$ cat config.mk
export PLATFORM = sky130hd
export DESIGN_NAME = tmr_channel
export DESIGN_NICKNAME = d
export VERILOG_FILES = /design/src/rtl/tmr_pkg.sv /design/src/rtl/tmr_match_bank.sv /design/src/rtl/tmr_capture.sv /design/src/rtl/tmr_channel.sv
export SDC_FILE = /design/constraint.sdc
export NUM_CORES = 1
export LEC_CHECK = 0
export BUFFER_PORTS_ARGS = -buffer_cell sky130_fd_sc_hd__buf_2
export CAP_MARGIN = 20
export CORE_MARGIN = 4
export CORE_UTILIZATION = 50
export CTS_CLUSTER_DIAMETER = 100
export CTS_CLUSTER_SIZE = 12
export DETAILED_ROUTE_END_ITERATION = 8
export HOLD_SLACK_MARGIN = 0.03
export PLACE_DENSITY_LB_ADDON = 0.12
export RECOVER_POWER = 50
export SYNTH_ARGS = -nofsm -noshare
export SYNTH_HDL_FRONTEND = slang
export SYNTH_SLANG_ARGS = --single-unit
$ cat constraint.sdc
create_clock -name clk -period 2.5 [get_ports clk]
set_input_delay 0.5 -clock clk [delete_from_list [all_inputs] [get_ports clk]]
set_output_delay 0.5 -clock clk [all_outputs]
set_load 0.05 [all_outputs]
$ cat src/rtl/tmr_pkg.sv
package tmr_pkg;
    localparam int N_CMP = 3;
    localparam int SEL_W = 2;

    typedef enum logic [3:0] {
        A_CTRL    = 4'h0,
        A_MATCH0  = 4'h1,
        A_MATCH1  = 4'h2,
        A_MATCH2  = 4'h3,
        A_PRELOAD = 4'h4,
        A_RLDSEL  = 4'h5,
        A_STATUS  = 4'h6,
        A_IRQEN   = 4'h7,
        A_IRQCLR  = 4'h8,
        A_CAPTURE = 4'h9,
        A_COUNT   = 4'hA
    } tmr_addr_e;
endpackage

$ cat src/rtl/tmr_match_bank.sv
module tmr_match_bank #(
    parameter int W = 32,
    parameter int N = 3,
    parameter int SW = 2
) (
    input  logic [W-1:0]        count,
    input  logic [N-1:0][W-1:0] match,
    input  logic [SW-1:0]       sel,
    output logic [N-1:0]        hit,
    output logic                reload_hit
);
    for (genvar i = 0; i < N; i++) begin : g_cmp
        assign hit[i] = (count == match[i]);
    end

    always_comb begin
        reload_hit = 1'b0;
        for (int i = 0; i < N; i++) begin
            if (sel == SW'(i + 1)) reload_hit = hit[i];
        end
    end
endmodule

$ cat src/rtl/tmr_capture.sv
module tmr_capture #(
    parameter int W = 32,
    parameter int BUSY_CYC = 2
) (
    input  logic         clk,
    input  logic         rst_n,
    input  logic         req,
    input  logic [W-1:0] count,
    output logic [W-1:0] held,
    output logic         busy
);
    localparam int CW = $clog2(BUSY_CYC + 1);

    typedef struct packed {
        logic [CW-1:0] cnt;
        logic [W-1:0]  held;
    } cap_t;

    cap_t d, q;

    always_comb begin
        d = q;
        if (req) begin
            d.cnt = CW'(BUSY_CYC);
        end else if (q.cnt != '0) begin
            d.cnt = q.cnt - 1'b1;
            if (q.cnt == CW'(1)) d.held = count;
        end
    end

    always_ff @(posedge clk or negedge rst_n) begin
        if (!rst_n) q <= '0;
        else        q <= d;
    end

    assign held = q.held;
    assign busy = (q.cnt != '0);

    assert_busy_step_R10: assert property (@(posedge clk) disable iff (!rst_n)
        (q.cnt == CW'(BUSY_CYC) && !req) |=> (q.cnt == CW'(BUSY_CYC - 1)));
    assert_held_stable_R11: assert property (@(posedge clk) disable iff (!rst_n)
        (q.cnt != CW'(1)) |=> $stable(q.held));
    assert_req_busy_R10: assert property (@(posedge clk) disable iff (!rst_n)
        req |=> busy);
endmodule

$ cat src/rtl/tmr_channel.sv
module tmr_channel #(
    parameter int W = 32,
    parameter int BUSY_CYC = 2
) (
    input  logic         clk,
    input  logic         rst_n,
    input  logic [3:0]   bus_addr,
    input  logic [W-1:0] bus_wdata,
    input  logic         bus_wr,
    input  logic         bus_rd,
    output logic [W-1:0] bus_rdata,
    output logic         irq
);
    import tmr_pkg::*;

    typedef struct packed {
        logic                    en;
        logic [N_CMP-1:0][W-1:0] match;
        logic [W-1:0]            preload;
        logic [SEL_W-1:0]        sel;
        logic [N_CMP-1:0]        status;
        logic [N_CMP-1:0]        irqen;
        logic [W-1:0]            count;
        logic [W-1:0]            rdata;
    } regs_t;

    regs_t d, q;

    logic [N_CMP-1:0] hit, evt, clr_mask;
    logic             reload_hit, load, cap_req, cap_busy;
    logic [W-1:0]     cap_val;

    tmr_match_bank #(.W(W), .N(N_CMP), .SW(SEL_W)) u_bank (
        .count(q.count), .match(q.match), .sel(q.sel),
        .hit(hit), .reload_hit(reload_hit)
    );

    tmr_capture #(.W(W), .BUSY_CYC(BUSY_CYC)) u_cap (
        .clk(clk), .rst_n(rst_n), .req(cap_req), .count(q.count),
        .held(cap_val), .busy(cap_busy)
    );

    assign load     = bus_wr && (bus_addr == A_COUNT);
    assign cap_req  = bus_wr && (bus_addr == A_CAPTURE) && bus_wdata[0];
    assign evt      = hit & {N_CMP{q.en}};
    assign clr_mask = (bus_wr && bus_addr == A_IRQCLR) ? bus_wdata[N_CMP-1:0] : '0;

    always_comb begin
        d = q;
        if (bus_wr) begin
            case (bus_addr)
                A_CTRL:    d.en = bus_wdata[0];
                A_PRELOAD: d.preload = bus_wdata;
                A_RLDSEL:  d.sel = bus_wdata[SEL_W-1:0];
                A_IRQEN:   d.irqen = bus_wdata[N_CMP-1:0];
                default: begin
                    for (int i = 0; i < N_CMP; i++)
                        if (bus_addr == 4'(A_MATCH0 + i)) d.match[i] = bus_wdata;
                end
            endcase
        end
        if (load)         d.count = bus_wdata;
        else if (q.en)    d.count = reload_hit ? q.preload : q.count + 1'b1;
        d.status = (q.status & ~clr_mask) | evt;
        if (bus_rd) begin
            case (bus_addr)
                A_CTRL:    d.rdata = W'(q.en);
                A_PRELOAD: d.rdata = q.preload;
                A_RLDSEL:  d.rdata = W'(q.sel);
                A_STATUS:  d.rdata = W'(q.status);
                A_IRQEN:   d.rdata = W'(q.irqen);
                A_CAPTURE: d.rdata = cap_val;
                default: begin
                    d.rdata = '0;
                    for (int i = 0; i < N_CMP; i++)
                        if (bus_addr == 4'(A_MATCH0 + i)) d.rdata = q.match[i];
                end
            endcase
        end
    end

    always_ff @(posedge clk or negedge rst_n) begin
        if (!rst_n) begin
            q       <= '0;
            q.match <= '1;
        end else begin
            q <= d;
        end
    end

    assign bus_rdata = q.rdata;
    assign irq       = |(q.status & q.irqen);

    assert_hold_R2: assert property (@(posedge clk) disable iff (!rst_n)
        (!q.en && !load) |=> $stable(q.count));
    assert_step_R2: assert property (@(posedge clk) disable iff (!rst_n)
        (q.en && !load && !reload_hit) |=> (q.count == $past(q.count) + 1'b1));
    assert_reload_R4: assert property (@(posedge clk) disable iff (!rst_n)
        (q.en && reload_hit && !load) |=> (q.count == $past(q.preload)));
    assert_wrap_R5: assert property (@(posedge clk) disable iff (!rst_n)
        (q.en && q.count == '1 && !reload_hit && !load) |=> (q.count == '0));
    assert_status_set_R7: assert property (@(posedge clk) disable iff (!rst_n)
        (|evt) |=> ((q.status & $past(evt)) == $past(evt)));
    assert_clear_R9: assert property (@(posedge clk) disable iff (!rst_n)
        ((|clr_mask) && !(|evt)) |=> ((q.status & $past(clr_mask)) == '0));
    assert_rdata_R12: assert property (@(posedge clk) disable iff (!rst_n)
        !bus_rd |=> $stable(bus_rdata));
    assert_busy_read_R11: assert property (@(posedge clk) disable iff (!rst_n)
        (cap_busy && bus_rd && bus_addr == A_CAPTURE && !$past(cap_busy))
        |=> (bus_rdata == $past(cap_val)));
endmodule

Word-level counts from Yosys, hierarchy flattened
Cells that the tools add are included.
Widths: inputs -> output; s select.
{"block": "op_classes", "n_bitwise": 7, "eq_ne": 17, "reduce_logical": 18, "mux": 14, "add_sub_neg": 2}
{"op": "$mux 32", "count": 7}
{"op": "$pmux 32 s6", "count": 1}
{"op": "$eq 32x32->1", "count": 3}
{"op": "$mux 34", "count": 1}
{"op": "$add 32x1->32 const B", "count": 1}
{"op": "$eq 4x3->1 const B", "count": 4}
{"op": "$eq 4x4->1 const B", "count": 3}
{"op": "$reduce_and 3->1", "count": 4}
{"op": "$and 3x3->3", "count": 3}
{"op": "$eq 4x2->1 const B", "count": 2}
{"op": "$reduce_and 2->1", "count": 4}
{"op": "$reduce_bool 2->1", "count": 3}
{"op": "$eq 2x1->1 const B", "count": 2}
{"op": "$eq 2x2->1 const B", "count": 2}
{"op": "$eq 4x1->1 const B", "count": 1}
{"op": "$logic_and 1x1->1", "count": 4}
{"op": "$logic_not 4->1", "count": 1}
{"op": "$reduce_or 4->1", "count": 1}
{"op": "$mux 1", "count": 3}
{"op": "$mux 3", "count": 1}
{"op": "$not 3->3", "count": 1}
{"op": "$or 3x3->3", "count": 1}
{"op": "$reduce_or 3->1", "count": 1}
{"op": "$mux 2", "count": 1}
{"op": "2 further kinds", "count": 3}
{"block": "word_totals", "word_cells": 70, "ff_bits": 235, "out_inout_bits": 33, "input_bits": 40}

Longest topological paths before layout
{"block": "logic_depth", "depth_word": 7, "mapped_depth": 9}

Modules after synthesis
From an unflattened synthesis, not the netlist that was laid out.
{"block": "hier_totals", "cells_unflattened": 1144, "area_unflattened_um2": 12974.9}
{"mod": "tmr_channel", "cells_per_inst": 900, "area_each_um2": 10341.2, "instances": 1}
{"mod": "tmr_capture", "cells_per_inst": 105, "area_each_um2": 1525.2, "instances": 1}
{"mod": "tmr_match_bank", "cells_per_inst": 139, "area_each_um2": 1108.6, "instances": 1}

Worst setup path after synthesis
OpenSTA, ideal clock, no wires.
{"block": "synth_timing", "kind": "reg2reg", "from": "register q[45] (netlist name)", "to": "register q[34] (netlist name)", "n_path_buf": 3, "slack_ns": 0.347, "required_ns": 2.364, "period_less_slack_ns": 2.153, "stages_incl_launch_ff": 10, "setup_time_ns": 0.136, "arrival_time_ns": 2.017, "cell_sequence": "dfrtp_1 > buf_6 > xor2_1 > nor4_2 > nand4_1 > or4_1 > buf_2 > buf_6 > a31oi_2 > o31ai_1"}
{"block": "synth_between", "elab_chain_len": 7, "word_cells_on_any_way": 9, "classes_between": "eq/ne: 3; mux: 6"}
{"element": "from (decl)", "line": "tmr_channel.sv:27", "text": "regs_t d, q;"}
{"element": "$eq 32x32->1", "line": "tmr_match_bank.sv:13", "text": "assign hit[i] = (count == match[i]);"}
{"element": "$mux 1 (2 in a row)", "line": "tmr_match_bank.sv:19", "text": "if (sel == SW'(i + 1)) reload_hit = hit[i];"}
{"element": "$mux 1 *", "line": "tmr_match_bank.sv:19"}
{"element": "$mux 32 * (2 in a row)", "line": "tmr_channel.sv:63", "text": "else if (q.en) d.count = reload_hit ? q.preload : q.count + 1'b1;"}
{"element": "$mux 32 *", "line": "tmr_channel.sv:62", "text": "if (load) d.count = bus_wdata;"}
Mark *: on every way between the ends. The rest lies on a longest branch, timed or not. The select of a mux whose other input is x is not followed.
A chain may end at the register's enable or synchronous reset.

Final worst setup path
{"block": "layout_timing", "from": "register q[187] (netlist name)", "to": "register q[60] (netlist name)"}
{"block": "layout_between", "elab_chain_len": 5}
{"element": "$eq 32x32->1", "line": "tmr_match_bank.sv:13"}
{"element": "$mux 1", "line": "tmr_match_bank.sv:19"}
{"element": "$mux 32 (2 in a row)", "line": "tmr_channel.sv:63"}
{"element": "$mux 32", "line": "tmr_channel.sv:62"}
No other way between the ends. The select of a mux whose other input is x is not followed.

==> flow_summary.yaml <==
status:
  outcome: "finished, violations left"
  violations: "capacitance limit, slew limit"
power:
  pwr-share-clk: 0.232
  switchingPower_w: 0.005007
  combPwrFrac: 0.336
  peakVddDrop_v: 0.0005665
  powerDensity_nw_per_um2: 942.0
  internal_power_w: 0.008805
  p_seq_frac: 0.432
  swShare: 0.3625
  p_leak_nw: 6.141
floorplanning:
  initial_core_util: 0.5086
  io_pins: 73
  die_area_um2: 28240
  rows: 58
  fp.dieW_um: 168.0
  die_height_um: 168.0
  core_um2: 25180
synthesis:
  synthMostInstantiatedCell: "mux2_2"
  synthDistinctLibCells: 50
  syn-cell-area_um2: 12810
  yosys_warnings: 0
  syn_avg_cell_area_um2: 11.32
  synth-edff-count: 0
  netlist.area_leader.share: 0.2716
  synth.area.top_cells: "dfrtp_1, dfstp_2, mux2_2, xor2_1, xnor2_1"
  seq_area_frac_synth: 0.4685
  synth_commonest_cells: "mux2_2, dfrtp_1, dfstp_2"
  syn_inst: 1131
  synth_top_cell_by_area: "dfrtp_1"
  syn_nets: 1172
  synth-async-reset-ratio: 1.000
  ys.flop_type: "dfrtp_1"
  ys_ff_latch: 235
layout:
  fillers: 2158
  nNetsFinal: 1251
  design_area_um2: 14660
  final_layout_size_suffix_gt1_frac: 0.4245
  regArea_um2: 6001
  antenna_cells: 0
  multiInputGateArea_um2: 6115
  syn2layout_area_growth_pct: 14.49
clock_tree:
  cts_sinks: 235
  tritoncts: "yes"
  cts-htree-levels: 1
  clkLatencyLatePin_ns: 0.52
  path_clk_slew_ns: 0.07
  cts_buffers: 23
  clk_path_buf_depth: 3
  root_buffer: "clkbuf_16"
detailed_routing:
  drt_iter0_drc: 1105
  routed.top_layer: "met4"
  routedWlPerCell_um: 25.57
  wl_met2_mm: 18.57
  vias_per_cell: 6.268
  num_vias: 9746
  post-route-drc-count: 0
  first_pass_iters: 8
  wl_met3_mm: 2.735
  wl_mm: 39.77
  ant_nets: 0
  met1_length_mm: 17.51
placement:
  dpl.hpwl_mm: 27.44
  place_ws_ns: -0.07062
  io_buffers: 72
  gp_congestion: 0.9483
  placed_area_um2: 13910
worst_setup_path:
  crit_type: "reg2reg"
  required_ns: 2.93
  critPathLaunchType: "flip-flop"
  critPathMaxFanout: 6
  path_cells: "xor2_1 > nor4_2 > nand4_1 > buf_4 > nor4_4 > buf_4 > buf_2 > nor4_1 > o31ai_1"
  cp.arrival_ns: 2.83
  crit_path_max_incr_delay_ns: 0.55
  path_buf_inv: 3
  crit_family: "simple AND/OR/NAND/NOR gates"
  crit_top_cell: "buf_4"
  end_kind: "flip-flop"
  critPathSlowestCell: "dfstp_2"
sta:
  fin_worst_skew_ns: 0.01639
  rsz0062_at_grt: "true"
  drv_slew: 72
  layout_min_cycle_time_ns: 2.398
  worst_slew_pin_slew_ns: 1.721
  hold_violations: 0
  max_slew_margin: -0.1472
  finalCritPeriodShare: 0.9593
  fmax_ghz: 0.4170
  worst_slack_ns: 0.1017
  setup_viol: 0
flow_run:
  drv_cap: 1
worst_hold_path:
  hold_class: "in2reg"
global_routing:
  track_usage: 0.2780
  grt-ovfl-total: 0
  grt_max_degree: 72
  first_global_vias: 9794
  grt_pass1_wl_mm: 61.27
  antenna_found_initial: 0
registers in the layout (all words and copies together) (netlist names):
register,cells
bus_rdata,32
q,169
u_cap.held,32
u_cap.q,2
cell type report:
type                    instances  share of cell area
inverters                       9            0.002304
clock buffers                  39             0.04335
multi-input cells             744              0.4170
flip-flops and latches        235              0.4093
repair buffers                197             0.09941
well taps                     330             0.02816
clock inverters                 1           0.0005120
per-stage QoR:
step	power (W)	util	std cells	setup TNS, ns	hold WS, ns
after detailed placement	0.01045	0.5524	1511	-1.582	0.4491
final	0.01381	0.5823	1555	0	0.2625
after global routing	0.01443	0.5823	1555	-0.4389	0.2723
after CTS	0.01370	0.5789	1552	0	0.2482
after floorplan	0.008685	-	1131	0	0.2044
after global placement	0.01040	0.5524	1511	-2.073	0.4407
worst paths after layout:
kind | end | slack, ns | start | cells after the start
max | q[60] | 0.10 | q[187] | 9
min | q[60] | 0.26 | bus_wdata[28] | 3
max reg2reg | q[60] | 0.10 | q[187] | 9
min reg2reg | u_cap.q[32] | 0.46 | u_cap.q[32] | 1
max in group asynchronous | q[157] | 0.30 | rst_n | 3
min in group asynchronous | bus_rdata[0] | 0.99 | rst_n | 2
per-layer routing:
layer / up-vias / GRT usage
met5: - / 0
met4: 0 / 0.06704
met3: 67 / 0.04391
met2: 379 / 0.4451
met1: 4999 / 0.3999
li1: 4301 / -
placed cells by master (no fill, tap or decap), types with 20 or more instances in the layout:
cell         n
buf_2       71
a222oi_1    31
nor4_1      43
a21oi_1     25
clkbuf_1    20
clkbuf_16   23
xnor2_1     44
dfrtp_1    139
mux2_2     148
nand2_1     38
o21ai_0     28
a31oi_2     29
dfstp_2     96
nor2_1      43
nor3b_1     25
o31ai_1     29
a31oi_1     31
buf_4      100
xor2_1      76
a22oi_1     31
tightest hold or removal path, stage by stage:
cell and delay [ns]:
buf_2 0.12, a21oi_1 0.06, o31ai_1 0.06
cell families (layout without fill, tap and decap cells):
kind of cell | count (synthesis) | in the layout | synth area share
DFF | 235 | 235 | 0.4685
AOI/OAI and AO/OA | 216 | 216 | 0.1321
buffers and inverters | 152 | 246 | 0.06585
adders and majority gates | 1 | 1 | 0.0009768
xor gates and xnor gates | 126 | 126 | 0.08617
and+or+nand+nor | 240 | 240 | 0.1041
muxes | 161 | 161 | 0.1422
power groups by stage:
stage               clock network (W)  registers (W)  logic (W)
floorplan                           0        0.00555    0.00314
global placement                    0        0.00596    0.00444
detailed placement                  0        0.00598    0.00447
CTS                           0.00325        0.00593    0.00452
global route                  0.00340        0.00607    0.00496
finish                        0.00321        0.00596    0.00464
what timing repair did:
| action | CTS | global route |
|---|---|---|
| hold buffers | 1 | 0 |
| gates resized for setup | 3 | 22 |
| setup endpoints to repair | 31 | 32 |
| buffers inserted | 0 | 1 |
| pin swaps | 0 | 6 |
| gates cloned | 0 | 2 |
| hold endpoints to repair | 41 | 0 |
No activity file was read; power rests on OpenSTA's default activity.
